## config.mk

```make
export PLATFORM = sky130hd
export DESIGN_NAME = dsp_flag_unit
export DESIGN_NICKNAME = d
export VERILOG_FILES = /design/src/rtl/dsp_flag_pkg.sv /design/src/rtl/dsp_flag_range.sv /design/src/rtl/dsp_flag_helper.sv /design/src/rtl/dsp_flag_cond.sv /design/src/rtl/dsp_flag_unit.sv
export SDC_FILE = /design/constraint.sdc
export NUM_CORES = 1
export LEC_CHECK = 0
export BUFFER_PORTS_ARGS = -buffer_cell sky130_fd_sc_hd__buf_2
export CAP_MARGIN = 20
export CORE_MARGIN = 5
export CORE_UTILIZATION = 40
export CTS_CLUSTER_SIZE = 10
export DETAILED_ROUTE_END_ITERATION = 8
export PLACE_DENSITY = 0.89
export SYNTH_ARGS = -nofsm -noshare
export SYNTH_HDL_FRONTEND = slang
export SYNTH_SLANG_ARGS = --single-unit
```

## constraint.sdc

```tcl
create_clock -name clk -period 3.25 [get_ports clk]
set_clock_uncertainty 0.15 [all_clocks]
set_input_delay 0.325 -clock clk [delete_from_list [all_inputs] [get_ports clk]]
set_output_delay 0.325 -clock clk [all_outputs]
set_load 0.02 [all_outputs]
```

## src/rtl/dsp_flag_pkg.sv

```systemverilog
package dsp_flag_pkg;
  localparam int SR_W      = 16;
  localparam int ACC_W_DEF = 40;
  localparam int MID_W_DEF = 16;
  localparam int RNG_W_DEF = 32;

  localparam int B_CARRY = 0;
  localparam int B_OVF   = 1;
  localparam int B_ZERO  = 2;
  localparam int B_SIGN  = 3;
  localparam int B_RANGE = 4;
  localparam int B_TOP2  = 5;
  localparam int CMP_W   = 6;

  localparam logic [SR_W-1:0] CMP_MASK = 16'h003F;

  typedef enum logic {
    MODE_LONG  = 1'b0,
    MODE_SHORT = 1'b1
  } flag_mode_e;

  typedef struct packed {
    logic top2;
    logic range;
    logic sign;
    logic zero;
    logic ovf;
    logic carry;
  } cmp_flags_t;
endpackage

```

## src/rtl/dsp_flag_range.sv

```systemverilog
module dsp_flag_range #(
  parameter int ACC_W = 40,
  parameter int RNG_W = 32
) (
  input  logic [ACC_W-1:0] acc,
  output logic             out_of_range
);
  localparam int TOP_N = ACC_W - RNG_W + 1;

  function automatic logic f_outside(input logic [ACC_W-1:0] v);
    logic [TOP_N-1:0] top;
    top = v[ACC_W-1 -: TOP_N];
    return !((top == '0) || (top == '1));
  endfunction

  assign out_of_range = f_outside(acc);
endmodule

```

## src/rtl/dsp_flag_helper.sv

```systemverilog
module dsp_flag_helper #(
  parameter int ACC_W = 40
) (
  input  logic [ACC_W-1:0] a,
  input  logic [ACC_W-1:0] b,
  input  logic [ACC_W-1:0] r,
  output logic             carry,
  output logic             ovf
);
  function automatic logic f_carry(input logic [ACC_W-1:0] x, input logic [ACC_W-1:0] y);
    return x > y;
  endfunction

  function automatic logic f_ovf(input logic [ACC_W-1:0] x, input logic [ACC_W-1:0] y,
                                 input logic [ACC_W-1:0] z);
    logic [ACC_W-1:0] t;
    t = (x ^ z) & (y ^ z);
    return t[ACC_W-1];
  endfunction

  assign carry = f_carry(a, r);
  assign ovf   = f_ovf(a, b, r);
endmodule

```

## src/rtl/dsp_flag_cond.sv

```systemverilog
module dsp_flag_cond
  import dsp_flag_pkg::*;
#(
  parameter int ACC_W = 40,
  parameter int MID_W = 16,
  parameter int RNG_W = 32
) (
  input  flag_mode_e       mode,
  input  logic [ACC_W-1:0] acc,
  input  logic [MID_W-1:0] mid,
  input  logic             carry,
  input  logic             ovf,
  input  logic             range_now,
  input  logic             range_hold,
  input  logic             range_prev,
  output cmp_flags_t       flags
);
  function automatic logic f_pair_eq(input logic hi, input logic lo);
    return hi == lo;
  endfunction

  logic long_zero, long_sign, long_top2;
  logic short_zero, short_sign, short_top2;

  assign long_zero  = (acc == '0);
  assign long_sign  = acc[ACC_W-1];
  assign long_top2  = f_pair_eq(acc[RNG_W-1], acc[RNG_W-2]);
  assign short_zero = (mid == '0);
  assign short_sign = mid[MID_W-1];
  assign short_top2 = f_pair_eq(mid[MID_W-1], mid[MID_W-2]);

  always_comb begin
    flags       = '0;
    flags.carry = carry;
    flags.ovf   = ovf;
    flags.range = range_hold ? range_prev : range_now;
    if (mode == MODE_SHORT) begin
      flags.zero = short_zero;
      flags.sign = short_sign;
      flags.top2 = short_top2;
    end else begin
      flags.zero = long_zero;
      flags.sign = long_sign;
      flags.top2 = long_top2;
    end
  end
endmodule

```

## src/rtl/dsp_flag_unit.sv

```systemverilog
module dsp_flag_unit
  import dsp_flag_pkg::*;
#(
  parameter int ACC_W = ACC_W_DEF,
  parameter int MID_W = MID_W_DEF,
  parameter int RNG_W = RNG_W_DEF
) (
  input  logic             clk,
  input  logic             rst,
  input  logic             upd_en,
  input  logic             upd_mode,
  input  logic             range_hold,
  input  logic             cv_src,
  input  logic             carry_in,
  input  logic             ovf_in,
  input  logic [ACC_W-1:0] op_a,
  input  logic [ACC_W-1:0] op_b,
  input  logic [ACC_W-1:0] acc_val,
  input  logic [MID_W-1:0] mid_val,
  input  logic             wr_en,
  input  logic [SR_W-1:0]  wr_data,
  output logic [SR_W-1:0]  sr_out
);
  logic [SR_W-1:0] sr_q;
  logic            range_evt;
  logic            help_carry, help_ovf;
  logic            sel_carry, sel_ovf;
  logic            upd_fire, wr_fire;
  cmp_flags_t      new_flags;
  logic [SR_W-1:0] upd_word;

  dsp_flag_range #(.ACC_W(ACC_W), .RNG_W(RNG_W)) u_range (
    .acc          (acc_val),
    .out_of_range (range_evt)
  );

  dsp_flag_helper #(.ACC_W(ACC_W)) u_helper (
    .a     (op_a),
    .b     (op_b),
    .r     (acc_val),
    .carry (help_carry),
    .ovf   (help_ovf)
  );

  assign sel_carry = cv_src ? help_carry : carry_in;
  assign sel_ovf   = cv_src ? help_ovf   : ovf_in;

  dsp_flag_cond #(.ACC_W(ACC_W), .MID_W(MID_W), .RNG_W(RNG_W)) u_cond (
    .mode       (flag_mode_e'(upd_mode)),
    .acc        (acc_val),
    .mid        (mid_val),
    .carry      (sel_carry),
    .ovf        (sel_ovf),
    .range_now  (range_evt),
    .range_hold (range_hold),
    .range_prev (sr_q[B_RANGE]),
    .flags      (new_flags)
  );

  assign wr_fire  = wr_en;
  assign upd_fire = upd_en && !wr_en;
  assign upd_word = (sr_q & ~CMP_MASK) | {{(SR_W-CMP_W){1'b0}}, new_flags};

  always_ff @(posedge clk) begin
    if (rst)           sr_q <= '0;
    else if (wr_fire)  sr_q <= wr_data;
    else if (upd_fire) sr_q <= upd_word;
  end

  assign sr_out = sr_q;
endmodule

```

==> impl_metrics.py <==
metrics = {
    "synth": {
        "synth_area_sq_um": 1870,
        "synth-simple-area-share_pct": 22.8,
        "synthXorXnorAreaFrac_pct": 0.468,
        "synthCells": 245,
        "synth_cell_type_count": 33,
        "synth.mux.area_fraction_pct": 6.41,
        "synthAdderAreaFrac_pct": 28.1,
        "synth_top_family_by_area": "adder cells",
        "ys_ff_latch": 16,
        "synth_warnings": 0,
        "synth.avg_cell_area_sq_um": 7.65,
        "synth-compound-area-share_pct": 15.0,
        "syn_nets": 448,
        "ys_seq_area_share_pct": 17.1,
    },
    "clock_tree": {
        "path_clk_slew_ns": 0.06,
        "htree_levels": 1,
        "tritoncts": "done",
        "cts_buffer_depth": 2,
        "numCtsBuffers": 3,
        "cts_root_buf": "clkbuf_8",
        "post_cts_buffers": 0,
        "cts_resized": 0,
        "clk_latency_ns": 0.24,
        "cts_hold_buf": 0,
        "clock_sinks": 16,
    },
    "global_routing": {
        "grt_pass1_vias": 2200,
        "grt_pass1_wl_microns": 9560,
        "grt_overflow": 0,
        "grt_max_degree": 21,
        "antenna_found_initial": 0,
        "grt_use_total_pct": 18.5,
    },
    "placement": {
        "dpl_cell_area_sq_um": 2600,
        "dp_hpwl_microns": 5260,
        "gp_congestion": 0.840,
        "numPortBuffers": 137,
    },
    "hold_path": {
        "hp-start": "wr_data[3]",
        "worstHoldEndpoint": "sr_out[3]",
        "min_path_cells": 3,
        "min_path_type": "input pin to flop",
    },
    "timing": {
        "worst_pin_slew_ns": 0.465,
        "maxSlewViolCount": 0,
        "grt_setup_unrepaired": "false",
        "fin_setup_tns_ns": 0,
        "period_needed_ns": 1.74,
        "hold_violations": 0,
        "max-slew-margin-rel_pct": 69.0,
        "setup_violations": 0,
        "fmax_ghz": 0.575,
        "period_share_pct": 53.5,
        "fin_hold_ws_ns": 0.160,
    },
    "critical_path": {
        "critical_path_class": "input pin to flop",
        "required_ns": 3.24,
        "endpoint_kind": "flop",
        "r2r_slack_ns": 2.12,
        "critPathMaxFanout": 4,
        "r2r_cells": 4,
        "crit_start": "acc_val[22]",
        "r2r_end": "sr_out[0]",
        "start_kind": "input pin",
        "r2r_start": "sr_out[0]",
        "crit_arrival_ns": 1.73,
    },
    "floorplanning": {
        "die_y_microns": 78.4,
        "ios": 177,
        "fp.dieW_microns": 78.4,
        "std_cell_rows": 24,
        "coreArea_sq_um": 4440,
        "die_area_sq_um": 6150,
        "floorplan.initialDensity_pct": 42.1,
    },
    "drt": {
        "drt_pass1_iterations": 4,
        "vias_per_cell": 5.19,
        "route.detailed.drc": 0,
        "vias": 2241,
        "wire_per_inst_microns": 13.6,
        "postRouteAntennaNets": 0,
        "wl_microns": 5870,
        "drtIter0Drc": 90,
    },
    "outcome": {
        "status": "complete, no violations",
    },
    "power_and_ir_drop": {
        "power.density_nw_per_um2": 240,
        "peakVddDrop_v": 0.000261,
        "p_leak_nw": 1.52,
    },
    "layout": {
        "final_nets": 585,
        "regArea_sq_um": 320,
        "fin_area_sq_um": 2640,
        "multi_input_area_sq_um": 1360,
        "drive_gt1_share_pct": 37.9,
        "n_antenna_cell": 0,
        "fill_cells": 432,
        "largest_reg_flops": 16,
        "area_growth_pct": 40.9,
    },
    "job": {
        "cap_violations": 0,
    },
}
## layout by cell type (no fill, tap or decap), drive strengths merged, types with 2 or more instances in the layout
| cell type | Yosys | final |
|---|---|---|
| inv | 44 | 44 |
| nor4b | 2 | 2 |
| ha | 42 | 42 |
| clkbuf | 2 | 3 |
| a211oi | 5 | 5 |
| nor2 | 23 | 23 |
| a221oi | 3 | 3 |
| buf | 3 | 137 |
| nand2 | 12 | 12 |
| o21ai | 6 | 6 |
| mux2i | 12 | 12 |
| nor3 | 6 | 6 |
| nor4 | 14 | 14 |
| dfxtp | 16 | 16 |
| nand4 | 15 | 15 |
| o211ai | 3 | 3 |
| a21oi | 21 | 21 |
| nand3 | 5 | 5 |
## Yosys cell counts
library cell / instances / area share [%]
o21ai_0: 5 / 1.3
mux2i_1: 12 / 6.4
nor2b_1: 1 / 0.33
o41a_1: 1 / 0.60
and2b_1: 1 / 0.40
o211ai_1: 3 / 1.2
a31oi_1: 1 / 0.33
buf_4: 1 / 0.40
dfxtp_1: 16 / 17
ha_1: 42 / 28
clkbuf_1: 2 / 0.40
o21a_1: 1 / 0.40
nand4b_1: 1 / 0.47
nor3_1: 6 / 1.6
inv_2: 1 / 0.20
o311ai_1: 1 / 0.47
nand4_1: 15 / 5.0
buf_2: 2 / 0.53
nor4b_1: 2 / 0.94
inv_1: 43 / 8.6
a211o_1: 1 / 0.47
a21oi_1: 21 / 5.6
nor4_2: 3 / 2.0
nand3_1: 5 / 1.3
nor4_1: 11 / 3.7
xnor2_1: 1 / 0.47
o21ai_1: 1 / 0.27
nor2_1: 23 / 4.6
a211oi_1: 5 / 2.0
nand2_1: 12 / 2.4
a21o_1: 1 / 0.40
o211a_1: 1 / 0.53
a221oi_1: 3 / 1.4
## per-layer routing
metal  up-vias  routed length, microns  track usage, %
li1       1154                       -               -
met1       997                    2360            22.4
met2        84                    2960            33.8
met3         6                     489            4.00
met4         0                      63            3.67
met5         -                       0               0
## cell families (layout without fill, tap and decap cells)
kind of cell / count (synthesis) / count (layout)
XOR/XNOR: 1 / 1
buffers and inverters: 49 / 184
AND/OR/NAND/NOR: 80 / 80
adder cells (fa/ha/maj): 42 / 42
flip-flops: 16 / 16
AO/OA/AOI/OAI: 45 / 45
multiplexers: 12 / 12
## power by group
| group | internal [mW] | leakage [nW] | switching [mW] |
|---|---|---|---|
| Sequential | 0.209 | 0.132 | 0.00587 |
| Clock | 0.0821 | 0.0216 | 0.0637 |
| Combinational | 0.132 | 1.37 | 0.141 |
| Total | 0.423 | 1.52 | 0.211 |
## worst max-delay path by stage
stage | slack (ns) | to | cells after the start
2_1_floorplan | 1.57 | sr_out[0] | 8
3_3_place_gp | 1.20 | sr_out[0] | 9
3_5_place_dp | 1.22 | sr_out[0] | 9
4_1_cts | 1.47 | sr_out[0] | 9
5_1_grt | 1.32 | sr_out[0] | 9
6_report | 1.51 | sr_out[0] | 9
## worst max-delay path: stages
cell	delay [ns]
buf_2	0.10
inv_1	0.04
ha_1	0.30
nand4_1	0.18
nor3_1	0.11
a221oi_1	0.29
o211ai_1	0.13
a21oi_1	0.17
o21ai_1	0.09
## cell type report
cell class / instances / area share, %
clock buffers: 3 / 1.56
inverters: 44 / 6.26
multi-input cells: 180 / 51.6
flip-flops and latches: 16 / 12.1
well taps: 52 / 2.46
repair buffers: 137 / 26.0
## through the flow
stage | total power [mW] | setup slack (ns) | utilization (%) | instances
after global routing | 0.691 | 1.32 | 59.4 | 432
after detailed placement | 0.492 | 1.22 | 58.5 | 429
final | 0.634 | 1.51 | 59.4 | 432
after floorplan | 0.365 | 1.57 | - | 245
after global placement | 0.481 | 1.20 | 58.5 | 429
after CTS | 0.641 | 1.47 | 59.4 | 432
No activity file was read; power rests on OpenSTA's default activity.
